`src/rtl/uart_fifo_pkg.sv`:
```
`timescale 1ns/1ps
package uart_fifo_pkg;
    // Registered view of the control word (flush bits are not stored)
    typedef struct packed {
        logic [1:0] rx_lvl;
        logic [1:0] tx_lvl;
        logic       dma_sel;
        logic       en;
    } fcfg_t;
endpackage

```
`src/rtl/fifo_cfg_reg.sv`:
```
`timescale 1ns/1ps
module fifo_cfg_reg
    import uart_fifo_pkg::*;
(
    input  logic       clk,
    input  logic       rst_n,
    input  logic       we,
    input  logic [7:0] wdata,
    output fcfg_t      cfg,
    output logic       flush_tx,
    output logic       flush_rx,
    output logic [7:0] rdback
);
    typedef struct packed {
        fcfg_t cfg;
    } st_t;

    st_t s_d, s_q;

    always_comb begin
        s_d      = s_q;
        flush_tx = 1'b0;
        flush_rx = 1'b0;
        if (we) begin
            s_d.cfg.en      = wdata[0];
            s_d.cfg.dma_sel = wdata[3];
            s_d.cfg.tx_lvl  = wdata[5:4];
            s_d.cfg.rx_lvl  = wdata[7:6];
            // Toggling the enable bit resets both queues
            flush_rx = wdata[1] | (wdata[0] != s_q.cfg.en);
            flush_tx = wdata[2] | (wdata[0] != s_q.cfg.en);
        end
    end

    always_ff @(posedge clk) begin
        if (!rst_n) s_q <= '0;
        else        s_q <= s_d;
    end

    assign cfg    = s_q.cfg;
    assign rdback = {s_q.cfg.rx_lvl, s_q.cfg.tx_lvl, s_q.cfg.dma_sel, 2'b00, s_q.cfg.en};
endmodule

```
`src/rtl/fifo_store.sv`:
```
`timescale 1ns/1ps
module fifo_store #(
    parameter int DEPTH = 32,
    parameter int DW    = 8
) (
    input  logic                       clk,
    input  logic                       rst_n,
    input  logic                       en,
    input  logic                       flush,
    input  logic                       push,
    input  logic [DW-1:0]              din,
    input  logic                       pop,
    output logic [DW-1:0]              dout,
    output logic [$clog2(DEPTH+1)-1:0] cnt,
    output logic                       full,
    output logic                       empty
);
    localparam int AW = $clog2(DEPTH);
    localparam int CW = $clog2(DEPTH + 1);

    typedef struct packed {
        logic [DEPTH-1:0][DW-1:0] mem;
        logic [AW-1:0]            wp;
        logic [AW-1:0]            rp;
        logic [CW-1:0]            cnt;
        logic [DW-1:0]            dout;
    } st_t;

    st_t s_d, s_q;
    logic [CW-1:0] cap;
    logic          do_push, do_pop;

    function automatic logic [AW-1:0] ptr_inc(input logic [AW-1:0] p);
        return (p == AW'(DEPTH - 1)) ? '0 : p + 1'b1;
    endfunction

    always_comb begin
        s_d     = s_q;
        cap     = en ? CW'(DEPTH) : CW'(1);
        do_push = push && (s_q.cnt < cap);
        do_pop  = pop && (s_q.cnt != '0);
        if (flush) begin
            s_d.wp  = '0;
            s_d.rp  = '0;
            s_d.cnt = '0;
        end else begin
            if (do_push) begin
                s_d.mem[s_q.wp] = din;
                s_d.wp          = ptr_inc(s_q.wp);
            end
            if (do_pop) begin
                s_d.dout = s_q.mem[s_q.rp];
                s_d.rp   = ptr_inc(s_q.rp);
            end
            s_d.cnt = s_q.cnt + CW'(do_push) - CW'(do_pop);
        end
    end

    always_ff @(posedge clk) begin
        if (!rst_n) s_q <= '0;
        else        s_q <= s_d;
    end

    assign dout  = s_q.dout;
    assign cnt   = s_q.cnt;
    assign full  = (s_q.cnt == cap);
    assign empty = (s_q.cnt == '0);
endmodule

```
`src/rtl/fifo_trig.sv`:
```
`timescale 1ns/1ps
module fifo_trig
    import uart_fifo_pkg::*;
#(
    parameter int DEPTH = 32
) (
    input  logic                       clk,
    input  logic                       rst_n,
    input  fcfg_t                      cfg,
    input  logic [$clog2(DEPTH+1)-1:0] tx_cnt,
    input  logic [$clog2(DEPTH+1)-1:0] rx_cnt,
    output logic                       tx_trig,
    output logic                       rx_trig,
    output logic                       tx_dreq,
    output logic                       rx_dreq
);
    localparam int CW = $clog2(DEPTH + 1);

    typedef struct packed {
        logic rx_hold;
    } st_t;

    st_t s_d, s_q;
    logic [CW-1:0] tx_thr, rx_thr, cap;
    logic          rx_ne;

    always_comb begin
        // Transmit field: larger code, lower threshold
        case (cfg.tx_lvl)
            2'd0:    tx_thr = CW'(16);
            2'd1:    tx_thr = CW'(8);
            2'd2:    tx_thr = CW'(4);
            default: tx_thr = CW'(1);
        endcase
        // Receive field: larger code, higher threshold
        case (cfg.rx_lvl)
            2'd0:    rx_thr = CW'(1);
            2'd1:    rx_thr = CW'(4);
            2'd2:    rx_thr = CW'(8);
            default: rx_thr = CW'(16);
        endcase
        cap     = cfg.en ? CW'(DEPTH) : CW'(1);
        rx_ne   = (rx_cnt != '0);
        tx_trig = cfg.en ? (tx_cnt > tx_thr) : (tx_cnt != '0);
        rx_trig = cfg.en ? (rx_cnt > rx_thr) : rx_ne;

        s_d.rx_hold = cfg.dma_sel & (rx_trig | (s_q.rx_hold & rx_ne));
        rx_dreq     = cfg.dma_sel ? (rx_trig | (s_q.rx_hold & rx_ne)) : rx_ne;
        tx_dreq     = cfg.dma_sel ? (tx_cnt < cap) : (tx_cnt == '0);
    end

    always_ff @(posedge clk) begin
        if (!rst_n) s_q <= '0;
        else        s_q <= s_d;
    end
endmodule

```
`src/rtl/uart_fifo_ctl.sv`:
```
`timescale 1ns/1ps
module uart_fifo_ctl
    import uart_fifo_pkg::*;
#(
    parameter int DEPTH = 32,
    parameter int DW    = 8
) (
    input  logic                       clk,
    input  logic                       rst_n,
    input  logic                       cfg_we,
    input  logic [7:0]                 cfg_wdata,
    output logic [7:0]                 cfg_rdata,
    input  logic                       tx_push,
    input  logic [DW-1:0]              tx_wdata,
    input  logic                       tx_pop,
    output logic [DW-1:0]              tx_rdata,
    output logic [$clog2(DEPTH+1)-1:0] tx_count,
    output logic                       tx_full,
    output logic                       tx_empty,
    output logic                       tx_trig,
    output logic                       tx_dma_req,
    input  logic                       rx_push,
    input  logic [DW-1:0]              rx_wdata,
    input  logic                       rx_pop,
    output logic [DW-1:0]              rx_rdata,
    output logic [$clog2(DEPTH+1)-1:0] rx_count,
    output logic                       rx_full,
    output logic                       rx_empty,
    output logic                       rx_trig,
    output logic                       rx_dma_req
);
    fcfg_t cfg;
    logic  flush_tx, flush_rx;

    fifo_cfg_reg u_cfg (
        .clk      (clk),
        .rst_n    (rst_n),
        .we       (cfg_we),
        .wdata    (cfg_wdata),
        .cfg      (cfg),
        .flush_tx (flush_tx),
        .flush_rx (flush_rx),
        .rdback   (cfg_rdata)
    );

    fifo_store #(.DEPTH(DEPTH), .DW(DW)) u_txq (
        .clk   (clk),
        .rst_n (rst_n),
        .en    (cfg.en),
        .flush (flush_tx),
        .push  (tx_push),
        .din   (tx_wdata),
        .pop   (tx_pop),
        .dout  (tx_rdata),
        .cnt   (tx_count),
        .full  (tx_full),
        .empty (tx_empty)
    );

    fifo_store #(.DEPTH(DEPTH), .DW(DW)) u_rxq (
        .clk   (clk),
        .rst_n (rst_n),
        .en    (cfg.en),
        .flush (flush_rx),
        .push  (rx_push),
        .din   (rx_wdata),
        .pop   (rx_pop),
        .dout  (rx_rdata),
        .cnt   (rx_count),
        .full  (rx_full),
        .empty (rx_empty)
    );

    fifo_trig #(.DEPTH(DEPTH)) u_trig (
        .clk     (clk),
        .rst_n   (rst_n),
        .cfg     (cfg),
        .tx_cnt  (tx_count),
        .rx_cnt  (rx_count),
        .tx_trig (tx_trig),
        .rx_trig (rx_trig),
        .tx_dreq (tx_dma_req),
        .rx_dreq (rx_dma_req)
    );
endmodule

```
`config.mk`:
```
export PLATFORM = sky130hd
export DESIGN_NAME = uart_fifo_ctl
export DESIGN_NICKNAME = d
export VERILOG_FILES = /design/src/rtl/uart_fifo_pkg.sv /design/src/rtl/fifo_cfg_reg.sv /design/src/rtl/fifo_store.sv /design/src/rtl/fifo_trig.sv /design/src/rtl/uart_fifo_ctl.sv
export SDC_FILE = /design/constraint.sdc
export NUM_CORES = 1
export LEC_CHECK = 0
export BUFFER_PORTS_ARGS = -buffer_cell sky130_fd_sc_hd__buf_4
export CORE_MARGIN = 2
export CORE_UTILIZATION = 40
export CTS_CLUSTER_SIZE = 10
export DETAILED_ROUTE_END_ITERATION = 8
export MAX_ROUTING_LAYER = met4
export PLACE_DENSITY_LB_ADDON = 0.3
export SYNTH_ARGS = -nofsm -noshare
export SYNTH_HDL_FRONTEND = slang
export SYNTH_SLANG_ARGS = --single-unit
```
`constraint.sdc`:
```
create_clock -name clk -period 3.2 [get_ports clk]
set_clock_uncertainty 0.05 [all_clocks]
set_input_delay 0.64 -clock clk [delete_from_list [all_inputs] [get_ports clk]]
set_output_delay 0.64 -clock clk [all_outputs]
set_load 0.02 [all_outputs]
```
==> implementation parameters, run 1 <==
Parameter                              Value

Timing
  Normalized max-slew margin    0.261
  Post-Route Setup TNS    0 ps
  Final Critical Period    3060 ps
  Number of max-slew violations in the final report    0
  Final cycle utilization of the critical path    0.955
  Least-Margin Pin Slew    1110 ps
  Number of failing setup endpoints in the final timing report    0
  Final worst-path setup slack    143 ps
  Unrepaired setup endpoints after global routing    false
  Count of final hold-check violations    0
  Top achievable clock speed    0.327 GHz

Synth
  Main synth FF type    dfxtp_1
  Count of yosys warnings during synthesis    0
  Most area-consuming cells after synthesis    dfxtp_1 (40%), o21ai_0 (8.8%), a21boi_0 (7.3%), mux4_2 (6.9%), nand2_1 (6.5%)
  Synthesized cell area    28300 sq um
  Share of the yosys chip area belonging to registers    0.401
  Async set or reset register ratio after synthesis    0
  Biggest area consumer among synthesized cells    dfxtp_1
  Number of synthesized flops with an enable pin    0
  Yosys cell types    80
  Flip-flop and latch count after synthesis    567
  Post-Synthesis Cells    3072
  Synth top area share    0.401
  Mean area per synthesized cell    9.21 sq um

Place
  Port buffer count    72
  Post-Place Setup Slack    249 ps
  Dpl hpwl    53.0 mm
  Global placement routability congestion    0.867

Pwr
  Clock power share    0.380
  Sequential cell fraction of total power    0.406
  Internal Pwr Total    12.9 mW
  Net switching power    5.54 mW
  Static Leakage    10.8 nW
  Switching power as a share of total power    0.301
  Worst IR drop on VDD    0.000391 V
  Power per cell area    584 nW/um^2
  Part of the power in combinational logic    0.214

Global routing
  Vias in the first global route    22600
  Largest net degree at the start of global routing    107
  Remaining global-route overflow    0
  Global-route wire length before repair    130 mm
  Overall fraction of global-route tracks in use    0.230
  Antenna violations before repair    0

Floorplan
  FP Rows    97
  Initial standard-cell utilization of the core    0.404
  Die Wd    270 um
  Area of the core region    70000 sq um
  Top-level port count    75
  DIE AREA    72900 sq um
  Vert. Die Dim    270 um

Min path
  Endpoint of the worst hold path    u_cfg.cfg[1]
  Hold-critical path depth    3
  Start point of the worst hold path    cfg_wdata[3]
  Type of the worst min-delay path    input port to flop

Route
  Routed length per instance    20.9 um
  DRT Pass-1 Iters    5
  Number of DRC markers in iteration 0    2070
  Via-to-Cell Ratio    5.79
  Final Routed Wirelength    83.0 mm
  Vias after detailed routing    23000
  Number of remaining DRC errors    0
  Number of nets still failing antenna checks after routing    0

Clock tree
  Clock tree from TritonCTS    done
  Number of buffers added by the clock tree synthesis step    68
  Cell chosen for the clock root    clkbuf_16
  Worst-Skew Late Latency    610 ps
  CTS hold repair buffers    0
  Sink count of the clock tree    567
  Worst-path clk slew    50 ps
  Maximum buffer depth of the clock tree    3
  Deepest level of the CTS H-tree    3

Setup path
  Sort of element at the start of the critical path    flop
  Kind of critical path    flop to primary output
  Reg-to-reg endpoint    u_rxq.dout[5]
  Number of cell instances on the worst register-to-register path    7
  Kind of end point of the critical path    primary output
  Worst setup slack for register-to-register paths    260 ps
  Arrival @ worst endpoint    2370 ps
  Worst-path fanout max    6
  Req. time, crit path    2510 ps
  Start of the worst register-to-register path    u_rxq.s_q[14]

Status
  Status    finished, final reports clean

Layout
  FF+latch area    11400 sq um
  Count of fill cells added during filler insertion    6638
  Antenna cells    0
  Final core occ    0.450
  Area delta synth->final    11.3%
  Net total in the final layout    3086
  Area occupied by multi-input gates    15400 sq um
  Fraction of layout instances using a drive strength above 1    0.144

Job
  Max capacitance violation total    0
-- stage by stage --
stage                     hold WS, ps  total power [mW]  instance area (sq um)  cells
final                             247              18.4                  31500   3974
after global routing              261              19.2                  31500   3974
after CTS                         221              18.4                  31400   3974
after floorplan                   399              10.3                  28300   3073
after detailed placement          415              11.4                  29400   3879
after global placement            407              11.3                  29400   3879
-- worst max-delay path, stage by stage, from the launching register on --
cell and delay (ps):
dfxtp_4 370, nand2b_4 150, ha_4 270, nand2_2 60, nor3_4 170, a2111oi_4 100
a311oi_2 310, nand2_1 100, o21ai_2 100, buf_6 140
-- sequential cells by signal (all words and copies together) (netlist names) --
| signal | count |
|---|---|
| u_cfg.cfg | 6 |
| u_rxq.cnt | 6 |
| u_trig.s_q | 1 |
| u_rxq.dout | 8 |
| u_txq.s_q | 266 |
| u_txq.cnt | 6 |
| u_txq.dout | 8 |
| u_rxq.s_q | 266 |
-- cell families after synthesis --
group | Yosys count | share of synthesized area
xor+xnor | 9 | 0.00345
compound gates | 1093 | 0.250
buf+inv | 339 | 0.0588
flops | 567 | 0.401
simple gates | 764 | 0.137
other cells | 1 | 0.000133
fa+ha+maj | 44 | 0.0200
mux | 255 | 0.129
-- cell usage after synthesis (all sizes together) (4+ instances only) --
| cell type | instances |
|---|---|
| clkbuf | 208 |
| nand2 | 490 |
| nor3 | 19 |
| o21ai | 499 |
| mux2i | 168 |
| buf | 99 |
| a31oi | 8 |
| a211oi | 6 |
| xnor2 | 5 |
| xor2 | 4 |
| dfxtp | 567 |
| a221o | 17 |
| a221oi | 27 |
| and3 | 7 |
| o2111ai | 7 |
| inv | 29 |
| nand2b | 13 |
| nand3 | 15 |
| a21boi | 450 |
| ha | 42 |
| mux4 | 87 |
| a21oi | 46 |
| nand4 | 6 |
| or3 | 4 |
| nor2 | 103 |
| nand3b | 7 |
| nor2b | 81 |
-- area by class of cell --
| cell class | count | share of cell area |
|---|---|---|
| Multi-Input combinational cell | 2167 | 0.490 |
| Sequential cell | 567 | 0.361 |
| Clock buffer | 89 | 0.0592 |
| Timing Repair Buffer | 175 | 0.0470 |
| Tap cell | 940 | 0.0373 |
| Inverter | 32 | 0.00381 |
| Clock inverter | 4 | 0.00191 |
-- cell usage in the layout, fill, tap and decap left out, types with 4 or more instances in the layout --
cell type / Yosys / layout
nor2_8: 18 / 18
dfxtp_4: 0 / 4
nand2_1: 489 / 488
nand3b_1: 5 / 5
a21oi_1: 44 / 44
nor2_4: 30 / 30
dfxtp_1: 567 / 561
a211oi_1: 6 / 6
mux2i_1: 168 / 168
nor2b_1: 81 / 81
inv_1: 28 / 27
nand3_1: 12 / 12
clkbuf_1: 208 / 16
clkbuf_16: 0 / 71
mux4_2: 87 / 87
nor3_1: 18 / 17
o2111ai_4: 3 / 7
buf_12: 3 / 12
a21boi_1: 174 / 174
o21ai_0: 495 / 494
a31oi_1: 8 / 8
nand2b_1: 13 / 11
nor2_1: 55 / 54
and3_1: 7 / 7
xnor2_1: 5 / 5
or3_1: 4 / 4
buf_4: 45 / 160
nand4_1: 5 / 5
ha_1: 42 / 40
a21boi_0: 276 / 276
a221o_1: 17 / 17
a221oi_1: 25 / 25
-- routing by layer --
metal,part of all wire,vias up,wire [um],GRT usage
li1,-,10700,-,-
met1,0.43,11400,35400,0.286
met2,0.48,737,40200,0.379
met3,0.056,184,4660,0.0313
met4,0.034,0,2850,0.0870
met5,0,-,0,-
-- power groups by stage --
stage / logic, mW / registers (mW) / clock network, mW
after global routing: 4.26 / 7.50 / 7.40
after global placement: 3.73 / 7.61 / 0
after detailed placement: 3.76 / 7.62 / 0
after CTS: 3.85 / 7.47 / 7.10
after floorplan: 2.80 / 7.48 / 0
final: 3.94 / 7.48 / 6.99
-- timing repair --
action | in CTS | in global routing
setup buffers | 2 | 0
pin swaps | 2 | 5
setup endpoints to repair | 2 | 3
gates resized for setup | 8 | 15
-- worst max-delay path by stage --
stage	startpoint	end	slack, ps	cells after the start
CTS	u_cfg.cfg[5]	rx_trig	0.02	8
floorplan	u_cfg.cfg[0]	u_rxq.cnt[4]	430	13
detailed placement	u_rxq.s_q[14]	u_rxq.dout[5]	250	7
global placement	u_rxq.s_q[14]	u_rxq.dout[5]	270	7
global route	u_cfg.cfg[4]	rx_dma_req	10	9
finish	u_cfg.cfg[4]	rx_dma_req	140	9
Power figures use the tool's default switching activity.
==> inputs of run 2 (changes only) <==
- CTS_BUF_LIST: unset -> sky130_fd_sc_hd__clkbuf_8
==> run 2 against run 1 <==
Compared with the run above: highest routed layer unchanged; clock-buffer cell count up 32; die area unchanged; hold slack lost 100 ps; maximum frequency decreased by 2.9%; clock power down 6.6%; first-iteration DRC count is 4.4% lower.
==> implementation parameters, run 2 (synthesis results as in run 1) <==
Parameter                              Value

Min path
  Type of the worst min-delay path    input port to flop
  Hold-critical path depth    3 (unchanged)
  Start point of the worst hold path    cfg_wdata[3]
  Endpoint of the worst hold path    u_cfg.cfg[1]

Setup path
  Cell with the largest stage delay on the worst path    dfxtp_4
  Cell breakdown of the critical path    nand2b_4 > ha_4 > nand2_4 > nor3_4 > a2111oi_4 > a311oi_2 > nand2_1 > o21ai_2 > buf_6
  Buffers plus inverters on the worst setup path    1 (unchanged)
  Number of cell instances on the worst register-to-register path    13 (+6)
  Depth of the critical timing path with buffers and inverters included    9 (unchanged)
  Arrival @ worst endpoint    2460 ps (+90 ps)
  Largest delay contributor family on the critical path    compound AO/OA/AOI/OAI gates
  Worst-path fanout max    4 (-2)
  Start of the worst register-to-register path    u_rxq.cnt[2]
  Kind of critical path    flop to primary output
  Worst setup slack for register-to-register paths    290 ps (+30 ps)
  Req. time, crit path    2510 ps (about the same)
  Reg-to-reg endpoint    u_rxq.cnt[4]
  Sort of element at the start of the critical path    flop
  CP peak stage delay    360 ps (about the same)
  Kind of end point of the critical path    primary output

Route
  DRT Pass-1 Iters    6 (+1)
  Final Routed Wirelength    83.5 mm (+0.53%)
  Routed length per instance    20.6 um (-1.3%)
  Number of remaining DRC errors    0 (unchanged)
  Number of nets still failing antenna checks after routing    0 (unchanged)
  Via-to-Cell Ratio    5.71 (-1.4%)
  Vias after detailed routing    23100 (+0.48%)
  Number of DRC markers in iteration 0    1979 (-4.4%)

Pwr
  Switching power as a share of total power    0.314 (+0.0136)
  Sequential cell fraction of total power    0.416 (+0.010)
  Clock power share    0.364 (-0.016)
  Net switching power    5.65 mW (+2.0%)
  Static Leakage    11.0 nW (+1.7%)
  Part of the power in combinational logic    0.220 (+0.006)
  Power per cell area    570 nW/um^2 (-2.5%)
  Internal Pwr Total    12.3 mW (-4.3%)
  Worst IR drop on VDD    0.000312 V (-20%)

Layout
  Area delta synth->final    11.3% (about the same)
  Fraction of layout instances using a drive strength above 1    0.161 (+0.0168)
  Net total in the final layout    3115 (+0.94%)
  Most common cell after layout, fill and taps aside    dfxtp_1
  Final core occ    0.450 (about the same)
  Cell area after layout    31500 sq um (about the same)
  Most used cells in the layout excluding fill and tap cells    dfxtp_1 (559), o21ai_0 (494), nand2_1 (488)
  Final standard cell count with taps included and fillers excluded    4049 (+1.9%)
  Leading registers by flop count    u_rxq.s_q: 266 flops, u_txq.s_q: 266 flops

Status
  Status    finished, final reports clean

Clock tree
  CTS hold repair buffers    0 (unchanged)
  Clock tree from TritonCTS    done
  Deepest level of the CTS H-tree    3 (unchanged)
  Worst-Skew Late Latency    700 ps (+90 ps)
  Cell chosen for the clock root    clkbuf_8
  Number of buffers added by the clock tree synthesis step    95 (+40%)
  Worst-path clk slew    60 ps (about the same)
  Sink count of the clock tree    567 (unchanged)
  Maximum buffer depth of the clock tree    3 (unchanged)

Floorplan
  Area of the core region    70000 sq um (unchanged)
  Vert. Die Dim    270 um (unchanged)
  Top-level port count    75 (unchanged)
  FP Rows    97 (unchanged)
  DIE AREA    72900 sq um (unchanged)
  Die Wd    270 um (unchanged)
  Initial standard-cell utilization of the core    0.404 (unchanged)

Timing
  Number of failing setup endpoints in the final timing report    0 (unchanged)
  Final worst-path setup slack    51.7 ps (-91.5 ps)
  Hold slack final    148 ps (-99.7 ps)
  Count of final hold-check violations    0 (unchanged)
  Top achievable clock speed    0.318 GHz (-2.9%)
  Unrepaired setup endpoints after global routing    true
  Normalized max-slew margin    0.250 (-0.0118)
  Final Critical Period    3150 ps (+91.5 ps)
  Final cycle utilization of the critical path    0.984 (+0.0286)
  Number of max-slew violations in the final report    0 (unchanged)
  Least-Margin Pin Slew    1130 ps (+17.7 ps)

Global routing
  Overall fraction of global-route tracks in use    0.231 (+0.000817)
  Remaining global-route overflow    0 (unchanged)
  Vias in the first global route    22700 (+0.58%)
  Antenna violations before repair    1 (+1)
  Largest net degree at the start of global routing    107 (unchanged)
  Global-route wire length before repair    131 mm (+0.34%)

Place
  Placed cell count    3879 (unchanged)
  Dpl hpwl    53.0 mm (unchanged)
  Global placement routability congestion    0.867 (unchanged)
  Port buffer count    72 (unchanged)
  Placed standard-cell area    29400 sq um (unchanged)
  Post-Place Setup Slack    249 ps (unchanged)

Job
  Max capacitance violation total    0 (unchanged)
## run 2: cell count changes in the layout (fill, tap and decap cells not counted), moves of 3 or more
cell       delta
clkbuf_1     -16
clkinv_2      +8
inv_1        +29
inv_6         +3
clkbuf_16    -71
clkbuf_8    +119
## run 2: how the worst max path moves through the flow
stage / start / slack [ps] / to
after floorplan: u_cfg.cfg[0] / 430 / u_rxq.cnt[4]
after global placement: u_rxq.s_q[14] / 270 / u_rxq.dout[5]
after detailed placement: u_rxq.s_q[14] / 250 / u_rxq.dout[5]
after CTS: u_cfg.cfg[5] / -40 / rx_trig
after global routing: u_cfg.cfg[5] / -100 / rx_dma_req
final: u_cfg.cfg[4] / 50 / rx_dma_req
## run 2: worst register-to-register path, cell delays in order, from the launching register on
cell and delay (ps):
dfxtp_1 370, inv_1 130, ha_1 200, and4_1 380, nand2b_1 180, nand2b_1 190
o21ai_0 120, ha_1 220, fa_1 410, a21oi_1 160, nor2_1 50, nor2_1 120
xor2_1 160, nor2_1 50
## run 2: metal layers
| layer | routed length, um | GRT usage | share of wire |
|---|---|---|---|
| met4 | 2800 | 0.0887 | 0.034 |
| met1 | 35600 | 0.287 | 0.43 |
| met3 | 4880 | 0.0303 | 0.058 |
| met2 | 40200 | 0.381 | 0.48 |
| met5 | 0 | - | 0 |
## run 2: power groups by stage
| stage | clock network [mW] | logic (mW) | registers (mW) |
|---|---|---|---|
| after global placement | 0 | 3.73 | 7.61 |
| after detailed placement | 0 | 3.76 | 7.62 |
| after CTS | 6.64 | 3.88 | 7.47 |
| final | 6.53 | 3.95 | 7.47 |
| after global routing | 6.97 | 4.27 | 7.50 |
| after floorplan | 0 | 2.80 | 7.48 |
## run 2: stage by stage
stage / total power [mW] / setup TNS (ps)
after floorplan: 10.3 / 0
after global placement: 11.3 / 0
after detailed placement: 11.4 / 0
after CTS: 18.0 / -64.1
after global routing: 18.7 / -174
final: 18.0 / 0
## run 2: layout make-up
class	count	area [sq um]
clock buffer	121	1670
antenna	1	2.50
multi-input combinational	2167	15400
fill	6666	38500
timing repair buffer	177	1490
inverter	32	120
clock inverter	44	249
sequential	567	11400
tap	940	1180
## run 2: timing repair
action	in CTS	in global routing
setup endpoints to repair	3	3
pin swaps	6	6
resized for setup	18	10
buffers inserted	4	0
endpoints found under the hold margin	0	0
